==> config.mk <==
export PLATFORM = sky130hd
export DESIGN_NAME = mpuart
export DESIGN_NICKNAME = d
export VERILOG_FILES = /design/src/rtl/mpuart_pkg.sv /design/src/rtl/mpuart_baud.sv /design/src/rtl/mpuart_tx.sv /design/src/rtl/mpuart_rx.sv /design/src/rtl/mpuart.sv
export SDC_FILE = /design/constraint.sdc
export NUM_CORES = 1
export LEC_CHECK = 0
export BUFFER_PORTS_ARGS = -buffer_cell sky130_fd_sc_hd__buf_2
export CAP_MARGIN = 20
export CORE_MARGIN = 5
export CORE_UTILIZATION = 55
export CTS_CLUSTER_DIAMETER = 80
export DETAILED_ROUTE_END_ITERATION = 7
export PLACE_DENSITY = 0.79
export SLEW_MARGIN = 20
export SYNTH_ARGS = -nofsm -noshare
export SYNTH_HDL_FRONTEND = slang
export SYNTH_SLANG_ARGS = --single-unit
==> constraint.sdc <==
create_clock -name clk -period 3.94 [get_ports clk]
set_input_delay 0 -clock clk [delete_from_list [all_inputs] [get_ports clk]]
set_output_delay 0 -clock clk [all_outputs]
set_load 0.05 [all_outputs]
==> src/rtl/mpuart_pkg.sv <==
`timescale 1ns/1ps
package mpuart_pkg;
    localparam int OSR     = 16;
    localparam int OSR_W   = $clog2(OSR);
    localparam int MAXD    = 9;
    localparam int FRAME_W = MAXD + 2;
    localparam int POS_W   = $clog2(FRAME_W + 1);
    localparam int VOTE_A  = 8;
    localparam int VOTE_B  = 9;
    localparam int VOTE_C  = 10;

    typedef enum logic [2:0] {
        A_DATA  = 3'd0,
        A_CTRL  = 3'd1,
        A_STAT  = 3'd2,
        A_BAUDL = 3'd3,
        A_BAUDH = 3'd4
    } reg_addr_e;

    typedef enum logic { RX_IDLE, RX_BUSY } rx_state_e;

    typedef struct packed {
        logic [1:0]       sync;
        rx_state_e        st;
        logic [OSR_W-1:0] smp;
        logic [POS_W-1:0] pos;
        logic [1:0]       vote;
        logic [MAXD-1:0]  sh;
    } rx_st_t;

    typedef struct packed {
        logic               busy;
        logic [FRAME_W-1:0] sh;
        logic [POS_W-1:0]   left;
        logic [OSR_W-1:0]   tc;
        logic [MAXD-1:0]    thr;
        logic               empty;
    } tx_st_t;
endpackage

==> src/rtl/mpuart_baud.sv <==
`timescale 1ns/1ps
module mpuart_baud #(
    parameter int DIV_W = 12
) (
    input  logic             clk,
    input  logic             rst_n,
    input  logic [DIV_W-1:0] div,
    input  logic             restart,
    output logic             tick
);
    logic [DIV_W-1:0] cnt_d, cnt_q;

    always_comb begin
        tick  = (cnt_q == div);
        cnt_d = (restart || tick) ? '0 : cnt_q + 1'b1;
    end

    always_ff @(posedge clk or negedge rst_n) begin
        if (!rst_n) cnt_q <= '0;
        else        cnt_q <= cnt_d;
    end
endmodule

==> src/rtl/mpuart_tx.sv <==
`timescale 1ns/1ps
module mpuart_tx
    import mpuart_pkg::*;
(
    input  logic            clk,
    input  logic            rst_n,
    input  logic            tick,
    input  logic            nine,
    input  logic            wr,
    input  logic [MAXD-1:0] wdata,
    output logic            txd,
    output logic            empty
);
    localparam tx_st_t TX_RST = '{busy: 1'b0, sh: '1, left: '0, tc: '0, thr: '0, empty: 1'b1};

    tx_st_t tx_d, tx_q;
    logic   finishing;

    always_comb begin
        tx_d      = tx_q;
        finishing = tx_q.busy && tick && (tx_q.tc == OSR_W'(OSR - 1)) && (tx_q.left == POS_W'(1));
        if (tx_q.busy && tick) begin
            tx_d.tc = tx_q.tc + 1'b1;
            if (tx_q.tc == OSR_W'(OSR - 1)) begin
                tx_d.sh   = {1'b1, tx_q.sh[FRAME_W-1:1]};
                tx_d.left = tx_q.left - 1'b1;
                if (tx_q.left == POS_W'(1)) tx_d.busy = 1'b0;
            end
        end
        if ((!tx_q.busy || finishing) && !tx_q.empty) begin
            tx_d.busy  = 1'b1;
            tx_d.tc    = '0;
            tx_d.empty = 1'b1;
            if (nine) begin
                tx_d.sh   = {1'b1, tx_q.thr, 1'b0};
                tx_d.left = POS_W'(FRAME_W);
            end else begin
                tx_d.sh   = {2'b11, tx_q.thr[7:0], 1'b0};
                tx_d.left = POS_W'(FRAME_W - 1);
            end
        end
        if (wr) begin
            tx_d.thr   = wdata;
            tx_d.empty = 1'b0;
        end
    end

    always_ff @(posedge clk or negedge rst_n) begin
        if (!rst_n) tx_q <= TX_RST;
        else        tx_q <= tx_d;
    end

    assign txd   = tx_q.busy ? tx_q.sh[0] : 1'b1;
    assign empty = tx_q.empty;
endmodule

==> src/rtl/mpuart_rx.sv <==
`timescale 1ns/1ps
module mpuart_rx
    import mpuart_pkg::*;
(
    input  logic            clk,
    input  logic            rst_n,
    input  logic            tick,
    input  logic            nine,
    input  logic            rxd,
    output logic            done,
    output logic            stop_bit,
    output logic [MAXD-1:0] dat
);
    localparam rx_st_t RX_RST = '{sync: 2'b11, st: RX_IDLE, smp: '0, pos: '0, vote: '0, sh: '0};

    rx_st_t           rx_d, rx_q;
    logic             line, maj;
    logic [OSR_W-1:0] smp_nx;
    logic [POS_W-1:0] stop_pos;
    logic [POS_W-1:0] bit_idx;

    always_comb begin
        rx_d      = rx_q;
        rx_d.sync = {rx_q.sync[0], rxd};
        line      = rx_q.sync[1];
        done      = 1'b0;
        stop_bit  = 1'b0;
        smp_nx    = rx_q.smp + 1'b1;
        maj       = (rx_q.vote[1] & rx_q.vote[0]) | ((rx_q.vote[1] | rx_q.vote[0]) & line);
        stop_pos  = nine ? POS_W'(MAXD + 1) : POS_W'(MAXD);
        bit_idx   = rx_q.pos - 1'b1;
        if (tick) begin
            case (rx_q.st)
                RX_IDLE: begin
                    if (!line) begin
                        rx_d.st  = RX_BUSY;
                        rx_d.smp = OSR_W'(1);
                        rx_d.pos = '0;
                        rx_d.sh  = '0;
                    end
                end
                default: begin
                    rx_d.smp = smp_nx;
                    if (smp_nx == OSR_W'(VOTE_A) || smp_nx == OSR_W'(VOTE_B))
                        rx_d.vote = {rx_q.vote[0], line};
                    if (smp_nx == OSR_W'(VOTE_C)) begin
                        if (rx_q.pos == '0) begin
                            if (maj) rx_d.st = RX_IDLE;
                        end else if (rx_q.pos == stop_pos) begin
                            rx_d.st  = RX_IDLE;
                            done     = 1'b1;
                            stop_bit = maj;
                        end else begin
                            rx_d.sh[bit_idx] = maj;
                        end
                    end
                    if (rx_q.smp == OSR_W'(OSR - 1)) rx_d.pos = rx_q.pos + 1'b1;
                end
            endcase
        end
    end

    always_ff @(posedge clk or negedge rst_n) begin
        if (!rst_n) rx_q <= RX_RST;
        else        rx_q <= rx_d;
    end

    assign dat = rx_q.sh;
endmodule

==> src/rtl/mpuart.sv <==
`timescale 1ns/1ps
module mpuart
    import mpuart_pkg::*;
#(
    parameter int DIV_W = 12
) (
    input  logic       clk,
    input  logic       rst_n,
    input  logic       wr_en,
    input  logic       rd_en,
    input  logic [2:0] addr,
    input  logic [7:0] wdata,
    output logic [7:0] rdata,
    output logic       txd_o,
    input  logic       rxd_i,
    output logic       rxc_o,
    output logic       dre_o
);
    localparam int HI_W = DIV_W - 8;

    typedef struct packed {
        logic             nine;
        logic             mp;
        logic             txb8;
        logic             rxb8;
        logic             rxc;
        logic             fe;
        logic             ovr_vis;
        logic             ovr_pend;
        logic [7:0]       rdr;
        logic [DIV_W-1:0] div;
    } regs_t;

    regs_t           r_d, r_q;
    logic            tick, restart, wr_data, rd_data, rxc_eff;
    logic            rx_done, rx_stop, addr_flag, rx_drop;
    logic [MAXD-1:0] rx_dat;
    logic            ovr_flag, fe_flag;

    mpuart_baud #(.DIV_W(DIV_W)) baud_i (
        .clk(clk), .rst_n(rst_n), .div(r_q.div), .restart(restart), .tick(tick)
    );

    mpuart_tx tx_i (
        .clk(clk), .rst_n(rst_n), .tick(tick), .nine(r_q.nine), .wr(wr_data),
        .wdata({r_q.txb8, wdata}), .txd(txd_o), .empty(dre_o)
    );

    mpuart_rx rx_i (
        .clk(clk), .rst_n(rst_n), .tick(tick), .nine(r_q.nine), .rxd(rxd_i),
        .done(rx_done), .stop_bit(rx_stop), .dat(rx_dat)
    );

    always_comb begin
        r_d       = r_q;
        wr_data   = wr_en && (addr == A_DATA);
        rd_data   = rd_en && (addr == A_DATA);
        restart   = wr_en && (addr == A_BAUDL || addr == A_BAUDH);
        addr_flag = r_q.nine ? rx_dat[MAXD-1] : rx_stop;
        rx_drop   = rx_done && r_q.mp && !addr_flag;
        rxc_eff   = r_q.rxc;

        if (wr_en) begin
            case (addr)
                A_CTRL: begin
                    r_d.nine = wdata[0];
                    r_d.mp   = wdata[1];
                    r_d.txb8 = wdata[2];
                end
                A_BAUDL: r_d.div[7:0]       = wdata;
                A_BAUDH: r_d.div[DIV_W-1:8] = wdata[HI_W-1:0];
                default: ;
            endcase
        end

        if (rd_data) begin
            r_d.rxc      = 1'b0;
            r_d.ovr_vis  = r_q.ovr_pend;
            r_d.ovr_pend = 1'b0;
            rxc_eff      = 1'b0;
        end

        if (rx_done && !rx_drop) begin
            if (rxc_eff) begin
                r_d.ovr_pend = 1'b1;
            end else begin
                r_d.rdr  = rx_dat[7:0];
                r_d.rxb8 = r_q.nine & rx_dat[MAXD-1];
                r_d.fe   = !rx_stop;
                r_d.rxc  = 1'b1;
            end
        end
    end

    always_ff @(posedge clk or negedge rst_n) begin
        if (!rst_n) r_q <= '0;
        else        r_q <= r_d;
    end

    assign ovr_flag = r_q.ovr_vis;
    assign fe_flag  = r_q.fe;
    assign rxc_o    = r_q.rxc;

    always_comb begin
        case (addr)
            A_DATA:  rdata = r_q.rdr;
            A_CTRL:  rdata = {4'b0, r_q.rxb8, r_q.txb8, r_q.mp, r_q.nine};
            A_STAT:  rdata = {4'b0, ovr_flag, fe_flag, dre_o, r_q.rxc};
            A_BAUDL: rdata = r_q.div[7:0];
            A_BAUDH: rdata = 8'(r_q.div >> 8);
            default: rdata = 8'h00;
        endcase
    end
endmodule

==> out/qor.yml <==
sta:
  rsz0062_at_grt: "no"
  slew_violations: 0
  setup_tns_ps: 0
  fmax_mhz: 373
  max-slew-margin-rel: 0.435
  max_slew.worst_pin.slew_ps: 836
  finalHoldViolations: 0
  setup_viol: 0
  fin_crit_sh: 0.681
  fin_skew_ps: 20.0
  finalCriticalPeriod_ps: 2680
grt:
  grt-ovfl-total: 0
  antenna_found_initial: 0
  grt_use_total: 0.209
  grt_pass1_wl_mm: 17.1
  grt_pass1_vias: 3476
  grt_max_degree: 51
die:
  dieArea_um2: 10500
  std_cell_rows: 33
  io_pins: 27
  chipWidth_um: 102
  start_util: 0.567
  die_h_um: 102
  core_area_um2: 8260
power_and_ir_drop:
  p_int_mw: 1.53
  ir_drop_mv: 0.188
  comb_power_share: 0.177
  pwr-share-seq: 0.547
  power_leakage_nw: 2.45
  power.share.clock: 0.276
  power_density_nw_per_um2: 448
  p_sw_frac: 0.338
  p_sw_mw: 0.782
cells_and_area:
  area_growth_pct: 10.6
  multiInputGateArea_um2: 2220
  fillers: 650
  fin_util: 0.627
  antenna_cells: 0
  drive_above_1_share: 0.172
  final_net_count: 524
  layout_commonest_cell: "dfrtp_1"
  layout_common_cells: "dfrtp_1 (78), nand2_1 (63), o21ai_0 (39), nor2_1 (32), buf_2 (25)"
  seqCellArea_um2: 2290
drt:
  ant_nets: 0
  num_vias: 3486
  wl_met3_um: 624
  wl_met2_mm: 4.73
  routed_via_density: 5.77
  wl_met1_mm: 4.68
  initialDrtViolationCount: 241
  top_layer: "met4"
  wl_mm: 10.2
  route.detailed.drc: 0
  avgRoutedWirePerCell_um: 16.9
  firstDrtPassIters: 4
yosys:
  yosysSeqAreaShare: 0.490
  post_synth_instance_area_um2: 4680
  postSynth.asyncResetShare: 1.00
  synthFlopType: "dfrtp_1"
  synth_warnings: 0
  synth_area_per_cell_um2: 10.1
  ys_ff_latch: 91
  synth.distinct_cells: 52
  synth-edff-count: 0
  syn_nets: 494
  synth_cells: 464
clock_network:
  insertion_delay_ps: 380
  cts_buffers: 9
  clk_pin_slew_ps: 120
  cts_tree: "yes"
  clk_path_buf_depth: 2
  clock-root-buffer: "clkbuf_8"
  htreeDepth: 3
  cts_resized: 0
  clock-sinks: 91
placement:
  place_hpwl_mm: 6.99
  routabilityCongestion: 0.899
  port_buffers: 26
critical_path:
  timing.rr.end: "r_q[18]"
  worst_setup_path_end_kind: "flop"
  path_class: "reg2reg"
  r2r_start: "baud_i.cnt_q[1]"
  ff2ff_path_depth: 7
  critPathLaunchType: "flop"
  worstPathMaxFanout: 25
  r2r_slack_ps: 1260
  crit_end: "r_q[18]"
  cp.required_ps: 4190
  cp-startpoint: "baud_i.cnt_q[1]"
  crit_arrival_ps: 2930
flow_run:
  drv_cap: 0
outcome:
  outcome: "complete, no violations"
worst_hold_path:
  hold_class: "in2reg"
-- cells by family after synthesis --
kind of cell,count (synthesis),share of synthesized area
AOI/OAI and AO/OA,86,0.110
DFF,91,0.490
buffers and inverters,40,0.0364
and+or+nand+nor,161,0.169
xor gates and xnor gates,26,0.0486
adders and majority gates,15,0.0396
muxes,45,0.106
-- critical path, cell delays in order (launching register included) --
cell and delay [ps]:
dfrtp_1 480, xor2_1 180, nor4_2 310, and3_1 210
buf_4 290, and2_4 220, and3_1 470, mux2_1 380
-- metal layers --
metal	track usage	up-vias
met5	0	-
met4	0.0696	0
met3	0.0464	17
met2	0.327	102
met1	0.289	1699
li1	-	1668
-- registers in the layout (all words and copies together) (netlist names) --
signal	flops
baud_i.cnt_q	12
fe_flag	1
ovr_flag	1
r_q	25
rx_i.dat	9
rx_i.line	1
rx_i.rx_d	1
rx_i.rx_q	11
rxc_o	1
tx_i.empty	1
tx_i.tx_q	28
-- metrics by stage --
step	instances	power, mW	instance area (µm²)	hold WS, ps	setup WS, ps
CTS	604	2.32	5180	19.0	1310
finish	604	2.32	5180	35.0	1260
detailed placement	578	1.67	4880	60.9	1370
global placement	578	1.65	4880	58.9	1450
global route	604	2.44	5180	62.9	1120
floorplan	464	1.54	4680	-296	1810
-- power groups by stage --
| stage | sequential (mW) | combinational, mW | clock [mW] |
|---|---|---|---|
| 3_5_place_dp | 1.28 | 0.395 | 0 |
| 2_1_floorplan | 1.22 | 0.318 | 0 |
| 6_report | 1.27 | 0.409 | 0.639 |
| 3_3_place_gp | 1.27 | 0.381 | 0 |
| 4_1_cts | 1.26 | 0.408 | 0.649 |
| 5_1_grt | 1.29 | 0.467 | 0.690 |
-- timing repair --
action	4_1_cts	5_1_grt
buffers inserted	0	0
hold buffers	10	0
hold endpoints to repair	71	0
-- synthesized netlist by cell type, drive strengths merged, types with 9 or more instances --
cell    number  area, µm²
dfrtp       78       1950
nand2       63        236
o21ai       48        240
nor2        32        120
mux2        27        304
xor2        22        193
inv         19       71.3
nand3       19       95.1
mux2i       17        170
ha          14        175
dfstp       13        342
clkbuf      12       45.0
a21oi        9       45.0
and3         9       56.3
buf          9       53.8
-- how the worst min path moves through the flow --
| stage | start | endpoint | slack (ps) | cells after the start |
|---|---|---|---|---|
| CTS | rd_en | r_q[20] | 20 | 4 |
| global route | rd_en | ovr_flag | 60 | 3 |
| global placement | rst_n | rx_i.rx_q[18] | 60 | 1 |
| floorplan | rst_n | baud_i.cnt_q[0] | -300 | 0 |
| detailed placement | rst_n | rx_i.rx_q[17] | 60 | 1 |
| finish | rd_en | r_q[20] | 30 | 4 |
-- cell type report --
class,instances,share of cell area
inverter,19,0.0138
clock buffer,9,0.0239
clock inverter,7,0.0147
tap,105,0.0254
sequential,91,0.443
timing repair buffer,40,0.0508
multi-input combinational,333,0.428
(Power assumes the default switching activity.)
